[src/rtl/gpio_share_pkg.sv]
package gpio_share_pkg;
  typedef struct packed {
    logic wrLatch;
    logic wrDir;
  } portStrobe_t;

  localparam logic ADDR_DATA = 1'b0;
  localparam logic ADDR_DIR  = 1'b1;
endpackage

[src/rtl/port_own_ctrl.sv]
module port_own_ctrl
  import gpio_share_pkg::*;
#(
  parameter int PORT_W   = 8,
  parameter int RXD_BIT  = 1,
  parameter int TCH0_BIT = 2,
  parameter int TCH1_BIT = 3,
  parameter int SS_BIT   = 4,
  parameter int MISO_BIT = 5
) (
  input  logic              clk,
  input  logic              rstN,
  input  logic              busWe,
  input  logic              busAddr,
  input  logic              spiEn,
  input  logic              spiMaster,
  input  logic              spiModfEn,
  input  logic              spiMisoOut,
  input  logic              spiMisoOe,
  input  logic              uartEn,
  input  logic [1:0]        tmrEls0,
  input  logic [1:0]        tmrEls1,
  input  logic [1:0]        tmrOut,
  input  logic [1:0]        tmrOe,
  output portStrobe_t       strobe,
  output logic [PORT_W-1:0] ownMask,
  output logic [PORT_W-1:0] perOe,
  output logic [PORT_W-1:0] perOut
);
  logic misoOwned, ssOwned, tch0Owned, tch1Owned, rxdOwned;

  always_comb begin
    strobe.wrLatch = busWe && (busAddr == ADDR_DATA);
    strobe.wrDir   = busWe && (busAddr == ADDR_DIR);
  end

  always_comb begin
    misoOwned = spiEn;
    ssOwned   = spiEn && !(spiMaster && !spiModfEn);
    tch0Owned = |tmrEls0;
    tch1Owned = |tmrEls1;
    rxdOwned  = uartEn;
  end

  for (genvar i = 0; i < PORT_W; i++) begin : gPin
    if (i == MISO_BIT) begin : gMiso
      assign ownMask[i] = misoOwned;
      assign perOe[i]   = spiMisoOe;
      assign perOut[i]  = spiMisoOut;
    end else if (i == SS_BIT) begin : gSs
      assign ownMask[i] = ssOwned;
      assign perOe[i]   = 1'b0;
      assign perOut[i]  = 1'b0;
    end else if (i == TCH0_BIT) begin : gTch0
      assign ownMask[i] = tch0Owned;
      assign perOe[i]   = tmrOe[0];
      assign perOut[i]  = tmrOut[0];
    end else if (i == TCH1_BIT) begin : gTch1
      assign ownMask[i] = tch1Owned;
      assign perOe[i]   = tmrOe[1];
      assign perOut[i]  = tmrOut[1];
    end else if (i == RXD_BIT) begin : gRxd
      assign ownMask[i] = rxdOwned;
      assign perOe[i]   = 1'b0;
      assign perOut[i]  = 1'b0;
    end else begin : gPlain
      assign ownMask[i] = 1'b0;
      assign perOe[i]   = 1'b0;
      assign perOut[i]  = 1'b0;
    end
  end

  assert_ss_slave_input_R5: assert property (@(posedge clk) disable iff (!rstN)
    (spiEn && !spiMaster) |-> (ownMask[SS_BIT] && !perOe[SS_BIT]));

  assert_ss_released_R5: assert property (@(posedge clk) disable iff (!rstN)
    (spiMaster && !spiModfEn) |-> !ownMask[SS_BIT]);

  assert_rxd_input_R7: assert property (@(posedge clk) disable iff (!rstN)
    uartEn |-> (ownMask[RXD_BIT] && !perOe[RXD_BIT]));

  assert_tmr_idle_R6: assert property (@(posedge clk) disable iff (!rstN)
    (tmrEls0 == 2'b00 && tmrEls1 == 2'b00) |-> !(ownMask[TCH0_BIT] || ownMask[TCH1_BIT]));

  assert_one_strobe_R2: assert property (@(posedge clk) disable iff (!rstN)
    !(strobe.wrLatch && strobe.wrDir));
endmodule

[src/rtl/port_pin_path.sv]
module port_pin_path
  import gpio_share_pkg::*;
#(
  parameter int PORT_W      = 8,
  parameter int SYNC_STAGES = 2
) (
  input  logic              clk,
  input  logic              rstN,
  input  portStrobe_t       strobe,
  input  logic              busAddr,
  input  logic [PORT_W-1:0] busWdata,
  input  logic [PORT_W-1:0] ownMask,
  input  logic [PORT_W-1:0] perOe,
  input  logic [PORT_W-1:0] perOut,
  input  logic [PORT_W-1:0] padIn,
  output logic [PORT_W-1:0] padOut,
  output logic [PORT_W-1:0] padOe,
  output logic [PORT_W-1:0] syncPinOut,
  output logic [PORT_W-1:0] busRdata
);
  logic [PORT_W-1:0] latchReg, dirReg;
  logic [PORT_W-1:0] syncPipe [SYNC_STAGES];

  always_ff @(posedge clk or negedge rstN) begin
    if (!rstN) begin
      latchReg <= '0;
      dirReg   <= '0;
    end else begin
      if (strobe.wrLatch) latchReg <= busWdata;
      if (strobe.wrDir)   dirReg   <= busWdata;
    end
  end

  for (genvar s = 0; s < SYNC_STAGES; s++) begin : gSync
    always_ff @(posedge clk or negedge rstN) begin
      if (!rstN) syncPipe[s] <= '0;
      else if (s == 0) syncPipe[s] <= padIn;
      else syncPipe[s] <= syncPipe[(s == 0) ? 0 : s - 1];
    end
  end

  assign syncPinOut = syncPipe[SYNC_STAGES-1];

  always_comb begin
    padOe  = (ownMask & perOe)  | (~ownMask & dirReg);
    padOut = (ownMask & perOut) | (~ownMask & latchReg);
  end

  always_comb begin
    if (busAddr == ADDR_DIR) busRdata = dirReg;
    else busRdata = (dirReg & latchReg) | (~dirReg & syncPinOut);
  end

  logic [1:0] ageCnt;
  always_ff @(posedge clk or negedge rstN) begin
    if (!rstN) ageCnt <= '0;
    else if (ageCnt != 2'd3) ageCnt <= ageCnt + 2'd1;
  end

  assert_dir_write_R2: assert property (@(posedge clk) disable iff (!rstN)
    strobe.wrDir |=> (dirReg == $past(busWdata)));

  assert_latch_hold_R9: assert property (@(posedge clk) disable iff (!rstN)
    !strobe.wrLatch |=> $stable(latchReg));

  assert_dir_hold_R10: assert property (@(posedge clk) disable iff (!rstN)
    !strobe.wrDir |=> $stable(dirReg));

  if (SYNC_STAGES == 2) begin : gSyncChk
    assert_sync_delay_R3: assert property (@(posedge clk) disable iff (!rstN)
      (ageCnt >= 2'd2) |-> (syncPinOut == $past(padIn, 2)));
  end
endmodule

[src/rtl/gpio_share_port.sv]
module gpio_share_port
  import gpio_share_pkg::*;
#(
  parameter int PORT_W      = 8,
  parameter int SYNC_STAGES = 2,
  parameter int RXD_BIT     = 1,
  parameter int TCH0_BIT    = 2,
  parameter int TCH1_BIT    = 3,
  parameter int SS_BIT      = 4,
  parameter int MISO_BIT    = 5
) (
  input  logic              clk,
  input  logic              rstN,
  input  logic              busWe,
  input  logic              busAddr,
  input  logic [PORT_W-1:0] busWdata,
  output logic [PORT_W-1:0] busRdata,
  input  logic              spiEn,
  input  logic              spiMaster,
  input  logic              spiModfEn,
  input  logic              spiMisoOut,
  input  logic              spiMisoOe,
  input  logic              uartEn,
  input  logic [1:0]        tmrEls0,
  input  logic [1:0]        tmrEls1,
  input  logic [1:0]        tmrOut,
  input  logic [1:0]        tmrOe,
  input  logic [PORT_W-1:0] padIn,
  output logic [PORT_W-1:0] padOut,
  output logic [PORT_W-1:0] padOe,
  output logic [PORT_W-1:0] syncPinOut
);
  portStrobe_t       strobe;
  logic [PORT_W-1:0] ownMask, perOe, perOut;

  port_own_ctrl #(
    .PORT_W(PORT_W), .RXD_BIT(RXD_BIT), .TCH0_BIT(TCH0_BIT),
    .TCH1_BIT(TCH1_BIT), .SS_BIT(SS_BIT), .MISO_BIT(MISO_BIT)
  ) ctrl (
    .clk(clk), .rstN(rstN), .busWe(busWe), .busAddr(busAddr),
    .spiEn(spiEn), .spiMaster(spiMaster), .spiModfEn(spiModfEn),
    .spiMisoOut(spiMisoOut), .spiMisoOe(spiMisoOe), .uartEn(uartEn),
    .tmrEls0(tmrEls0), .tmrEls1(tmrEls1), .tmrOut(tmrOut), .tmrOe(tmrOe),
    .strobe(strobe), .ownMask(ownMask), .perOe(perOe), .perOut(perOut)
  );

  port_pin_path #(.PORT_W(PORT_W), .SYNC_STAGES(SYNC_STAGES)) path (
    .clk(clk), .rstN(rstN), .strobe(strobe), .busAddr(busAddr),
    .busWdata(busWdata), .ownMask(ownMask), .perOe(perOe), .perOut(perOut),
    .padIn(padIn), .padOut(padOut), .padOe(padOe),
    .syncPinOut(syncPinOut), .busRdata(busRdata)
  );
endmodule

[config.mk]
export PLATFORM = sky130hd
export DESIGN_NAME = gpio_share_port
export DESIGN_NICKNAME = d
export VERILOG_FILES = /design/src/rtl/gpio_share_pkg.sv /design/src/rtl/port_own_ctrl.sv /design/src/rtl/port_pin_path.sv /design/src/rtl/gpio_share_port.sv
export SDC_FILE = /design/constraint.sdc
export NUM_CORES = 1
export LEC_CHECK = 0
export BUFFER_PORTS_ARGS = -buffer_cell sky130_fd_sc_hd__buf_4
export CORE_MARGIN = 2
export CORE_UTILIZATION = 49
export CTS_CLUSTER_SIZE = 25
export DETAILED_ROUTE_END_ITERATION = 8
export GPL_TIMING_DRIVEN = 1
export MAX_ROUTING_LAYER = met4
export PLACE_DENSITY = 0.84
export SETUP_SLACK_MARGIN = 0.5
export SLEW_MARGIN = 20
export SYNTH_ARGS = -nofsm -noshare
export SYNTH_HDL_FRONTEND = slang
export SYNTH_SLANG_ARGS = --single-unit
export TNS_END_PERCENT = 50
[constraint.sdc]
create_clock -name clk -period 1.9 [get_ports clk]
set_clock_uncertainty 0.15 [all_clocks]
set_input_delay 0.095 -clock clk [delete_from_list [all_inputs] [get_ports clk]]
set_output_delay 0.095 -clock clk [all_outputs]
set_load 0.005 [all_outputs]
==> reports/metrics.yaml <==
floorplan:
  io_pins: 66
  die_x_um: 57.5
  fp-row-count: 19
  initial_core_util_pct: 51.3
  dieArea_um2: 3300
  die_h_um: 57.5
  core_um2: 2730
global_route:
  grt_usage_pct: 19.2
  grt_pass1_vias: 985
  antenna_found_initial: 0
  grt_max_degree: 33
  grt_pass1_wl_um: 4360
  grt-ovfl-total: 0
synthesis:
  syn_inst: 104
  ys_ff_latch: 32
  ys_warn_count: 0
  yosysTopAreaCell: "dfrtp_1"
  netlist.area_leader.share_pct: 57.1
  synth_cell_type_count: 14
  syn_area_um2: 1400
  synth_nets: 138
  syn_avg_cell_area_um2: 13.5
  netlist_top_cells_area: "dfrtp_1 57%, mux2_2 11%, mux2_4 8.6%"
  yosysSeqAreaShare_pct: 57.1
timing:
  setup_slack_ns: 0.515
  slew_violations: 0
  hold_viol: 0
  tns_ns: 0
  setup_viol: 0
  worstMarginPinSlew_ns: 0.381
  fmax_mhz: 722
  rsz0062_at_grt: "true"
  min_period_ns: 1.39
  relSlewSlack_pct: 74.6
  min_period_over_period_pct: 72.9
power:
  p_leak_uw: 0.000991
  power_density_nw_per_um2: 769
  clkPwrFrac_pct: 24.6
  p_sw_share_pct: 24.3
  p_switching_uw: 385
  pwr-share-comb_pct: 25.0
  p_int_uw: 1200
  seqPwrFrac_pct: 50.5
  ir_drop_v: 0.000673
drt:
  via_count: 1038
  firstDrtPassIters: 4
  wl_um: 2860
  ant_nets: 0
  drtIter0Drc: 13
  wire_per_inst_um: 13.6
  vias_per_cell: 4.92
  drc: 0
placement:
  io_buffer_count: 65
  dp_hpwl_um: 2000
  dp_slack_ns: 0.686
  gp_congestion: 0.733
critical_path:
  cpPeakStageDelay_ns: 0.41
  r2r_start: "path.latchReg[7]"
  worst_path_max_delay_cell: "dfrtp_1"
  required_ns: 1.65
  crit_path_start: "path.latchReg[2]"
  worst-path-buf-inv: 1
  cp_max_fo: 3
  arrival_ns: 1.14
  critPathKind: "reg -> out"
  worstSetupStartpointType: "register"
  endpoint_kind: "output port"
  crit_chain: "mux2_2, buf_4"
  path_delay_family: "flip-flops"
layout:
  num_antenna_cells: 0
  final_util_pct: 75.3
  area_growth_pct: 47.0
  layout-drive-gt1-share_pct: 55.0
  nNetsFinal: 213
outcome:
  outcome: "complete, no violations"
cts:
  htreeDepth: 2
  cts_sinks: 32
  cts_buffers: 5
  clockRootBuffer: "clkbuf_4"
  clock_latency_ns: 0.32
  path_clk_slew_ns: 0.09
  cts_tree: "done"
  clock_path_buffers: 2
hold_path:
  hold_class: "in -> async"
flow_run:
  maxCapViolations: 0
==> area by class of cell <==
type | count | area [µm²]
Sequential cell | 32 | 801
Timing Repair Buffer | 85 | 684
Fill cell | 201 | 674
Multi-Input combinational cell | 55 | 477
Clock buffer | 8 | 58.8
Tap cell | 31 | 38.8
==> synth_stat cells, drive strengths merged <==
master,instances
a21boi,2
buf,16
clkbuf,1
dfrtp,32
mux2,22
nand2,1
nand2b,9
nor2,2
nor2b,3
o21ai,16
==> per-layer routing <==
metal | wire length [µm] | vias to the layer above | global-route usage, %
li1 | - | 494 | -
met1 | 1080 | 490 | 21.0
met2 | 1460 | 49 | 30.8
met3 | 264 | 5 | 7.26
met4 | 55 | 0 | 8.97
met5 | 0 | - | -
==> layout by cell type (no fill, tap or decap), drive strengths merged <==
master       instances
o21ai               16
a21boi               2
nor2b                3
nor2                 2
clkbuf               8
buf                 68
nand2b               9
dlygate4sd3         17
mux2                22
dfrtp               32
nand2                1
==> cell families (layout without fill, tap and decap cells) <==
family | count (synthesis) | after routing | synth area share (%)
flops | 32 | 32 | 57.1
mux | 22 | 22 | 19.8
compound gates | 18 | 18 | 6.79
buf+inv | 17 | 93 | 9.37
simple gates | 15 | 15 | 6.87
==> final timing paths <==
kind	cells past startpoint	slack, ns	to
max	2	0.51	padOut[2]
min	2	0.08	path.latchReg[5]
max reg2reg	2	0.84	path.latchReg[7]
min reg2reg	0	0.20	path.syncPinOut[0]
max in group asynchronous	2	1.24	path.syncPipe[8]
min in group clk	3	0.13	path.latchReg[2]
==> state kept, by name (all words and copies together), names as in the netlist <==
register / flops
path.dirReg: 8
path.latchReg: 8
path.syncPinOut: 8
path.syncPipe: 8
==> power by group through the flow <==
stage	sequential (µW)	combinational, µW	clock, µW
floorplan	794	185	0
global placement	808	337	0
detailed placement	811	347	0
CTS	796	387	405
global route	809	427	448
finish	799	396	389
==> per-stage QoR <==
stage	power [µW]	hold WS, ns	instance area [µm²]	std cells
floorplan	979	-0.351	1400	104
global placement	1140	-0.109	1800	183
detailed placement	1160	-0.103	1800	183
CTS	1590	0.0897	2040	210
global route	1680	0.0986	2060	211
finish	1580	0.0830	2060	211
==> repair_timing <==
action | CTS | global route
resized for setup | 0 | 13
setup buffers | 2 | 1
hold buffers | 17 | 0
hold endpoints to repair | 56 | 0
endpoints found under the setup margin | 5 | 15
Power figures use the tool's default switching activity.
